==> src/rtl/rng_regblk_pkg.sv <==
package rng_regblk_pkg;

    localparam int WORD_W    = 32;
    localparam int MAX_WORDS = 8;
    localparam int MAX_BITS  = MAX_WORDS * WORD_W;
    localparam int BITS_W    = $clog2(MAX_BITS + 1);
    localparam int CTRL_IDX  = 0;
    localparam int CNT_IDX   = 1;
    localparam int DATA_IDX0 = 4;
    localparam logic [31:0] LFSR_SEED = 32'h0000_0001;

    typedef enum logic [1:0] {
        SRC_FAST  = 2'd0,
        SRC_MID_A = 2'd1,
        SRC_MID_B = 2'd2,
        SRC_SLOW  = 2'd3
    } src_sel_t;

    typedef struct packed {
        logic [1:0] len;
        src_sel_t   src;
        logic       en;
        logic       start;
    } ctrl_t;

    localparam int CTRL_W = $bits(ctrl_t);

    function automatic ctrl_t ctrl_merge(input ctrl_t cur, input logic [31:0] wd);
        logic [CTRL_W-1:0] c;
        c = cur;
        for (int i = 0; i < CTRL_W; i++) begin
            if (wd[16+i]) c[i] = wd[i];
        end
        return ctrl_t'(c);
    endfunction

    function automatic logic [BITS_W-1:0] len_total(input logic [1:0] l);
        return ({{(BITS_W-2){1'b0}}, l} + BITS_W'(1)) << 6;
    endfunction

    function automatic logic [31:0] lfsr_step(input logic [31:0] s);
        return {s[30:0], s[31] ^ s[21] ^ s[1] ^ s[0]};
    endfunction

endpackage

==> src/rtl/rng_src_lfsr.sv <==
module rng_src_lfsr
    import rng_regblk_pkg::*;
(
    input  logic       clk,
    input  logic       rst,
    input  logic       launch,
    input  logic       running,
    input  logic [1:0] src_sel,
    output logic       bit_o
);

    logic [31:0] lfsr_q;
    logic [3:0]  div_q;
    logic [1:0]  sel_q;
    logic [3:0]  div_lim;

    always_comb begin
        div_lim = (4'd1 << sel_q) - 4'd1;
        bit_o   = lfsr_q[0];
    end

    always_ff @(posedge clk) begin
        if (rst) begin
            lfsr_q <= LFSR_SEED;
            div_q  <= '0;
            sel_q  <= '0;
        end else if (launch) begin
            div_q  <= '0;
            sel_q  <= src_sel;
        end else if (running) begin
            if (div_q == div_lim) begin
                div_q  <= '0;
                lfsr_q <= lfsr_step(lfsr_q);
            end else begin
                div_q  <= div_q + 4'd1;
            end
        end
    end

endmodule

==> src/rtl/rng_collector.sv <==
module rng_collector
    import rng_regblk_pkg::*;
#(
    parameter int CNT_W = 16
) (
    input  logic                               clk,
    input  logic                               rst,
    input  logic                               launch,
    input  logic                               running,
    input  logic [1:0]                         len_sel,
    input  logic [CNT_W-1:0]                   period,
    input  logic                               bit_i,
    output logic                               done_o,
    output logic [MAX_WORDS-1:0][WORD_W-1:0]   words_o
);

    localparam int BPW    = $clog2(WORD_W);
    localparam int WIDX_W = $clog2(MAX_WORDS);

    logic [CNT_W-1:0]  per_q, samp_q;
    logic [1:0]        len_q;
    logic [BITS_W-1:0] nbits_q;
    logic [WORD_W-1:0] acc_q, acc_nxt;
    logic              sample_now, word_full;
    logic [WIDX_W-1:0] widx;
    logic [BITS_W-1:0] last_bit;

    always_comb begin
        sample_now = running && (samp_q == per_q - CNT_W'(1));
        word_full  = sample_now && (&nbits_q[BPW-1:0]);
        widx       = nbits_q[BPW +: WIDX_W];
        acc_nxt    = {acc_q[WORD_W-2:0], bit_i};
        last_bit   = len_total(len_q) - BITS_W'(1);
        done_o     = sample_now && (nbits_q == last_bit);
    end

    always_ff @(posedge clk) begin
        if (rst) begin
            per_q   <= CNT_W'(1);
            samp_q  <= '0;
            len_q   <= '0;
            nbits_q <= '0;
            acc_q   <= '0;
        end else if (launch) begin
            per_q   <= (period == '0) ? CNT_W'(1) : period;
            samp_q  <= '0;
            len_q   <= len_sel;
            nbits_q <= '0;
            acc_q   <= '0;
        end else if (sample_now) begin
            samp_q  <= '0;
            nbits_q <= nbits_q + BITS_W'(1);
            acc_q   <= acc_nxt;
        end else if (running) begin
            samp_q  <= samp_q + CNT_W'(1);
        end
    end

    for (genvar w = 0; w < MAX_WORDS; w++) begin : g_word
        always_ff @(posedge clk) begin
            if (rst || launch) begin
                words_o[w] <= '0;
            end else if (word_full && widx == WIDX_W'(w)) begin
                words_o[w] <= acc_nxt;
            end
        end
    end

endmodule

==> src/rtl/rng_regblk.sv <==
module rng_regblk
    import rng_regblk_pkg::*;
#(
    parameter int ADDR_W = 8,
    parameter int CNT_W  = 16
) (
    input  logic              clk,
    input  logic              rst,
    input  logic              bus_we,
    input  logic [ADDR_W-1:0] bus_addr,
    input  logic [31:0]       bus_wdata,
    output logic [31:0]       bus_rdata
);

    localparam int IW     = ADDR_W - 2;
    localparam int WIDX_W = $clog2(MAX_WORDS);

    ctrl_t                              ctrl_q, ctrl_base, ctrl_nxt;
    logic [CNT_W-1:0]                   cnt_q;
    logic [IW-1:0]                      widx, doff;
    logic                               wr_ctrl, wr_cnt, launch, coll_done, src_bit;
    logic                               run_busy, run_en;
    logic [MAX_WORDS-1:0][WORD_W-1:0]   data_words;

    always_comb begin
        widx    = bus_addr[ADDR_W-1:2];
        doff    = widx - IW'(DATA_IDX0);
        wr_ctrl = bus_we && (widx == IW'(CTRL_IDX));
        wr_cnt  = bus_we && (widx == IW'(CNT_IDX));

        ctrl_base = ctrl_q;
        if (coll_done) ctrl_base.start = 1'b0;
        ctrl_nxt = wr_ctrl ? ctrl_merge(ctrl_base, bus_wdata) : ctrl_base;
        if (!ctrl_nxt.en) ctrl_nxt.start = 1'b0;
        launch   = ctrl_nxt.start && !ctrl_base.start;
        run_busy = ctrl_q.start;
        run_en   = ctrl_q.en;
    end

    always_ff @(posedge clk) begin
        if (rst) begin
            ctrl_q <= '0;
            cnt_q  <= '0;
        end else begin
            ctrl_q <= ctrl_nxt;
            if (wr_cnt) cnt_q <= bus_wdata[CNT_W-1:0];
        end
    end

    rng_src_lfsr u_src (
        .clk     (clk),
        .rst     (rst),
        .launch  (launch),
        .running (ctrl_q.start),
        .src_sel (ctrl_nxt.src),
        .bit_o   (src_bit)
    );

    rng_collector #(.CNT_W(CNT_W)) u_coll (
        .clk     (clk),
        .rst     (rst),
        .launch  (launch),
        .running (ctrl_q.start),
        .len_sel (ctrl_nxt.len),
        .period  (cnt_q),
        .bit_i   (src_bit),
        .done_o  (coll_done),
        .words_o (data_words)
    );

    always_comb begin
        bus_rdata = '0;
        if (widx == IW'(CTRL_IDX)) begin
            bus_rdata = 32'(ctrl_q);
        end else if (widx == IW'(CNT_IDX)) begin
            bus_rdata = 32'(cnt_q);
        end else if (widx >= IW'(DATA_IDX0) && widx < IW'(DATA_IDX0 + MAX_WORDS)) begin
            bus_rdata = data_words[doff[WIDX_W-1:0]];
        end
    end

endmodule

==> config.mk <==
export PLATFORM = sky130hd
export DESIGN_NAME = rng_regblk
export DESIGN_NICKNAME = d
export VERILOG_FILES = /design/src/rtl/rng_regblk_pkg.sv /design/src/rtl/rng_src_lfsr.sv /design/src/rtl/rng_collector.sv /design/src/rtl/rng_regblk.sv
export SDC_FILE = /design/constraint.sdc
export NUM_CORES = 1
export LEC_CHECK = 0
export BUFFER_PORTS_ARGS = -buffer_cell sky130_fd_sc_hd__buf_2
export CELL_PAD_IN_SITES_DETAIL_PLACEMENT = 1
export CELL_PAD_IN_SITES_GLOBAL_PLACEMENT = 2
export CORE_MARGIN = 3
export CORE_UTILIZATION = 25
export CTS_CLUSTER_SIZE = 16
export DETAILED_ROUTE_END_ITERATION = 16
export GPL_TIMING_DRIVEN = 0
export HOLD_SLACK_MARGIN = 0.08
export PLACE_DENSITY = 0.62
export SLEW_MARGIN = 20
export SYNTH_ARGS = -nofsm -noshare
export SYNTH_HDL_FRONTEND = slang
export SYNTH_SLANG_ARGS = --single-unit
==> constraint.sdc <==
create_clock -name clk -period 5.04 [get_ports clk]
set_input_delay 0.504 -clock clk [delete_from_list [all_inputs] [get_ports clk]]
set_output_delay 0.504 -clock clk [all_outputs]
set_load 0.02 [all_outputs]
-- Word-level counts from Yosys, hierarchy flattened
Cells that the tools add are included.
- flip-flop bits (word level): 390
- input bits: 43
- output and inout port bits: 32
- logic and storage cells: 88
- add/sub/neg operators: 8
- magnitude comparators: 3
- equal/unequal tests: 11
- shifts and indexed selects: 1
- muxes and demuxes: 16
- bitwise operators: 4
- reductions and logical operators: 24
- operators with widths (kind ; number):
    32-bit 2-to-1 mux ; 4
    32-bit binary-select mux with 3-bit select ; 1
    16-bit by 1-bit adder with 16-bit output (second input constant) ; 1
    16-bit equality test ; 1
    16-bit zero test ; 1
    16-bit 2-to-1 mux ; 1
    16-bit by 1-bit subtractor with 16-bit output (second input constant) ; 1
    1-bit logical AND ; 15
    3-bit equality test (second input constant) ; 4
    9-bit by 1-bit adder with 9-bit output (second input constant) ; 1
    9-bit equality test ; 1
    9-bit by 1-bit subtractor with 9-bit output (second input constant) ; 1
    1-bit 2-to-1 mux ; 8
    3-bit by 2-bit equality test with 1-bit output (second input constant) ; 2
    6-bit by 1-bit equality test with 1-bit output (second input constant) ; 1
    6-bit by 3-bit >= comparator with 1-bit output (second input constant) ; 1
    6-bit zero test ; 1
    6-bit by 4-bit less-than comparator with 1-bit output (second input constant) ; 1
    6-bit 2-to-1 mux ; 1
    5-bit AND reduction ; 1
    4-bit by 1-bit adder with 4-bit output (second input constant) ; 1
    4-bit equality test ; 1
    3-bit by 4-bit less-than comparator with 1-bit output (second input constant) ; 1
    4-bit 2-to-1 mux ; 1
    other kinds (13) ; 15

-- Logic depth before layout (Yosys ltp)
- word-level depth: 11
- depth in mapped cells: 14
- depth with buffers taken out: 9

-- Hierarchy
A second synthesis with hierarchy kept.
- cells, all modules: 1804
- area, all modules: 18133.6 um2
- modules (own cells, without submodules) (module ; instances ; cells an instance ; area each (um2)):
    rng_collector ; 1 ; 1332 ; 12979.9
    rng_regblk ; 1 ; 279 ; 3106.7
    rng_src_lfsr ; 1 ; 193 ; 2047.0

-- Worst setup path after synthesis
OpenSTA, ideal clock, no wires.
- path type: reg-to-reg
- start: reg u_coll.per_q[3]
- end: reg u_coll.nbits_q[7]
- setup time: 0.070 ns
- data arrival time: 3.135 ns
- slack: 1.835 ns
- stages on the path, launching flop included: 13
- buffers on the path: 5
- cell sequence: dfxtp_1 -> buf_2 -> or3_1 -> clkbuf_2 -> or4_1 -> a32oi_1 -> mux2i_1 -> or4_1 -> buf_2 -> buf_6 -> buf_6 -> or4_1 -> a21oi_1
- longest elaborated chain between the ends: 10
- RTL lines (item ; RTL line ; RTL):
    start, declared ; rng_collector.sv:20 ; logic [CNT_W-1:0] per_q, samp_q;
    start signal, assigned ; rng_collector.sv:45 ; per_q <= (period == '0) ? CNT_W'(1) : period;
    16-bit by 1-bit subtractor with 16-bit output * ; rng_collector.sv:29 ; sample_now = running && (samp_q == per_q - CNT_W'(1));
    16-bit equality test * ; rng_collector.sv:29 ;
    1-bit logical AND * ; rng_collector.sv:29 ;
    1-bit logical AND ; rng_collector.sv:34 ; done_o = sample_now && (nbits_q == last_bit);
    1-bit 2-to-1 mux ; rng_regblk.sv:32 ; if (coll_done) ctrl_base.start = 1'b0;
    1-bit 2-to-1 mux ; rng_regblk_pkg.sv:32 ; if (wd[16+i]) c[i] = wd[i];
    6-bit 2-to-1 mux ; rng_regblk.sv:33 ; ctrl_nxt = wr_ctrl ? ctrl_merge(ctrl_base, bus_wdata) : ctrl_base;
    1-bit 2-to-1 mux ; rng_regblk.sv:34 ; if (!ctrl_nxt.en) ctrl_nxt.start = 1'b0;
    1-bit logical AND ; rng_regblk.sv:35 ; launch = ctrl_nxt.start && !ctrl_base.start;
    2-bit OR reduction (no source line) ; - ;
    end signal, assigned ; rng_collector.sv:52 ; nbits_q <= nbits_q + BITS_W'(1);
    end, declared ; rng_collector.sv:22 ; logic [BITS_W-1:0] nbits_q;
Mark *: on every way between the ends. The rest lies on a longest branch, timed or not.
A chain may end at the register's enable or synchronous reset.

-- Worst setup path after layout
- start: reg u_coll.per_q[0]
- end: reg u_coll.acc_q[7]
- longest elaborated chain between the ends: 10
- RTL lines (item ; RTL line ; RTL):
    16-bit by 1-bit subtractor with 16-bit output * ; rng_collector.sv:29 ;
    16-bit equality test * ; rng_collector.sv:29 ;
    1-bit logical AND * ; rng_collector.sv:29 ;
    1-bit logical AND ; rng_collector.sv:34 ;
    1-bit 2-to-1 mux ; rng_regblk.sv:32 ;
    1-bit 2-to-1 mux ; rng_regblk_pkg.sv:32 ;
    6-bit 2-to-1 mux ; rng_regblk.sv:33 ;
    1-bit 2-to-1 mux ; rng_regblk.sv:34 ;
    1-bit logical AND ; rng_regblk.sv:35 ;
    2-bit OR reduction (no source line) ; - ;
    end signal, assigned ; rng_collector.sv:53 ; acc_q <= acc_nxt;
    end, declared ; rng_collector.sv:23 ; logic [WORD_W-1:0] acc_q, acc_nxt;
Marks and branches as above.

==> summary.txt <==
Layout
  • Share of layout cells above drive strength 1: 12.63%
  • Most frequent cells in the layout: dfxtp_1, a21oi_1, nand3_1, o21ai_0, clkbuf_1
  • Finished Cell Area: 21000 um^2
  • Final Util: 29.88%
  • Most common cell after layout, fill and taps aside: dfxtp_1
  • Ant. Diodes: 0
  • Area grow syn2layout: 17.97%
  • Non-Filler Instances: 3165
  • Fin nets: 2236

Global route
  • Vias in the first global route: 17350
  • Initial antenna violation count: 0
  • Global Route Usage Sum: 19.81%
  • Total grt overflow: 0
  • Largest net degree at the start of global routing: 13
  • Global-route wire length before repair: 111800 um

Placed design
  • # port buffers: 59
  • Dpl hpwl: 53820 um
  • Placed insts: 3075
  • Placement Cell Area: 19300 um^2
  • Dpl ws: 0.4704 ns
  • Placer Congestion: 0.8235

CTS
  • CTS tree: built
  • Clock Tree Buf Depth: 3
  • Post-CTS Setup Bufs: 0
  • Num Clock Sinks: 390
  • Root buf cell: clkbuf_16
  • Reg clk slew, reported paths: 0.06 ns
  • CTS Hold Bufs: 0
  • Number of buffers created by CTS: 48
  • H-tree levels: 2
  • Cts repair resizes: 0
  • Worst-Skew Late Latency: 0.61 ns

STA
  • Max-slew violations: 0
  • Fmax: 221.6 MHz
  • RSZ-0062 raised after global routing: no
  • Max transition margin: 20.60%
  • Final Hold Fails: 0
  • Worst Max-Slew Pin Slew: 1.191 ns
  • Final Cycle Share: 89.53%
  • Final WS setup: 0.5276 ns
  • Post-layout min period: 4.512 ns
  • Final setup viols: 0
  • Skew final: 0.03342 ns

Route
  • Detailed Route WL: 74940 um
  • DR iter-0 viols: 935
  • Vias per cell: 5.198
  • DR vias: 16450
  • Post-DRT Antenna Nets: 0
  • First-pass DRT Iterations: 7
  • Routed wire per std cell: 23.68 um
  • DR DRC count: 0

Logic synthesis
  • Register bit total from synthesis: 390
  • Synth Flop Type: dfxtp_1
  • Synth Cell Area: 17800 um^2
  • Avg Inst Size Synth: 8.582 um^2
  • Synth warn: 0
  • Top cell type's share of synthesized area: 43.87%
  • Asr flop ratio synth: 0%
  • Syn nets: 2124
  • Register area share after synthesis: 43.87%
  • Top cells by area, synth: dfxtp_1, a21oi_1, mux4_2, nand3_1, o21ai_0
  • Number of synthesized flops with an enable pin: 0
  • Post-synth top area cell: dfxtp_1
  • Gate Count Post-Synth: 2074
  • Cell variety after synth: 51

Setup path
  • CP Class: reg -> reg
  • CP Capture Type: flop
  • Crit-path max FO: 10
  • Worst Setup SP: u_coll.per_q[0]
  • Worst flop-to-flop path startpoint: u_coll.per_q[0]
  • CP required: 5.51 ns
  • Critical Path Start Type: flop
  • WP data arrival: 4.98 ns

Hold path
  • Hold Crit Start: bus_wdata[10]
  • Hold crit path type: in -> reg

Outcome
  • Status: finished clean

Floorplanning
  • Overall die area: 74430 um^2
  • CORE AREA: 70270 um^2
  • I/O Pins: 75
  • Die Height: 272.8 um
  • Chip width: 272.8 um
  • Initial Util: 25.33%
  • Row Count: 97

Pwr
  • Peak VDD IR: 0.0002210 V
  • Pwr Density: 332.2 nW/um^2
  • Cell leakage power: 6.659 nW
  • Total design power: 6.975 mW

Flow run
  • Max-Cap Viols: 0
final timing paths:
path | to | slack (ns) | depth (start not counted)
max | u_coll.acc_q[7] | 0.53 | 13
min | cnt_q[10] | 0.17 | 3
max reg2reg | u_coll.acc_q[7] | 0.53 | 13
min reg2reg | u_coll.words_o[118] | 0.47 | 2
state kept, by name, indices dropped and copies added (netlist names):
name	cells
run_en	1
u_src.sel_q	2
u_coll.nbits_q	9
ctrl_base	4
run_busy	1
cnt_q	16
u_src.div_q	4
u_coll.per_q	16
u_coll.acc_q	31
u_src.lfsr_q	32
u_coll.words_o	256
u_coll.len_q	2
u_coll.samp_q	16
Yosys cell counts, types with 9 or more instances:
master,instances
nand4_1,13
a21oi_1,329
nor4_1,9
o21ai_0,275
nor3_1,10
inv_1,14
nand3_1,285
nand2_1,125
a32o_1,14
mux4_2,64
nand2b_1,43
or3_1,9
clkbuf_1,169
xnor2_1,21
buf_2,50
mux2i_1,68
nor2b_1,9
nor2_1,64
dfxtp_1,390
buf_1,12
xor2_1,19
report_power, final:
group          switching [mW]  internal, mW  total [mW]
clock                    1.48          2.20        3.68
sequential           0.000717          3.08        3.08
combinational           0.152        0.0577       0.210
cell type report:
cell class | instances | area (um^2)
inverter | 14 | 52.55
multi-input combinational | 1436 | 8987
clock inverter | 19 | 195.2
tap | 940 | 1176
sequential | 390 | 7807
buffer | 234 | 962.2
timing repair buffer | 62 | 329.1
fill | 8245 | 49270
clock buffer | 70 | 1486
critical path: stages (launching register included):
cell	delay, ns
dfxtp_1	0.35
inv_1	0.10
ha_1	0.26
nor4b_1	0.69
and2_1	0.28
a31o_2	0.17
o2111ai_1	0.14
or4_1	0.54
buf_2	0.30
buf_6	0.24
o21ai_1	0.34
buf_2	0.42
buf_2	0.43
a21oi_1	0.08
stage by stage:
| stage | hold slack, ns | TNS, ns |
|---|---|---|
| 2_1_floorplan | 0.4465 | 0 |
| 3_3_place_gp | 0.4531 | -12.93 |
| 3_5_place_dp | 0.4668 | 0 |
| 4_1_cts | 0.1315 | 0 |
| 5_1_grt | 0.1523 | 0 |
| 6_report | 0.1682 | 0 |
cell families after synthesis:
logic type               synth area share (%)
multiplexers                            12.37
AO/OA/AOI/OAI                           19.42
adder cells (fa/ha/maj)                0.4921
buffers and inverters                   5.673
flip-flops                              43.87
XOR/XNOR                                1.968
AND/OR/NAND/NOR                         16.21
layer usage:
| metal | GRT usage (%) | up-vias | part of all wire, % |
|---|---|---|---|
| met1 | 25.58 | 8396 | 45 |
| met2 | 34.93 | 296 | 49 |
| met5 | 0 | - | 0 |
| met4 | 4.589 | 0 | 1.9 |
| met3 | 2.695 | 91 | 4.0 |
| li1 | - | 7668 | - |
(Power assumes the default switching activity.)
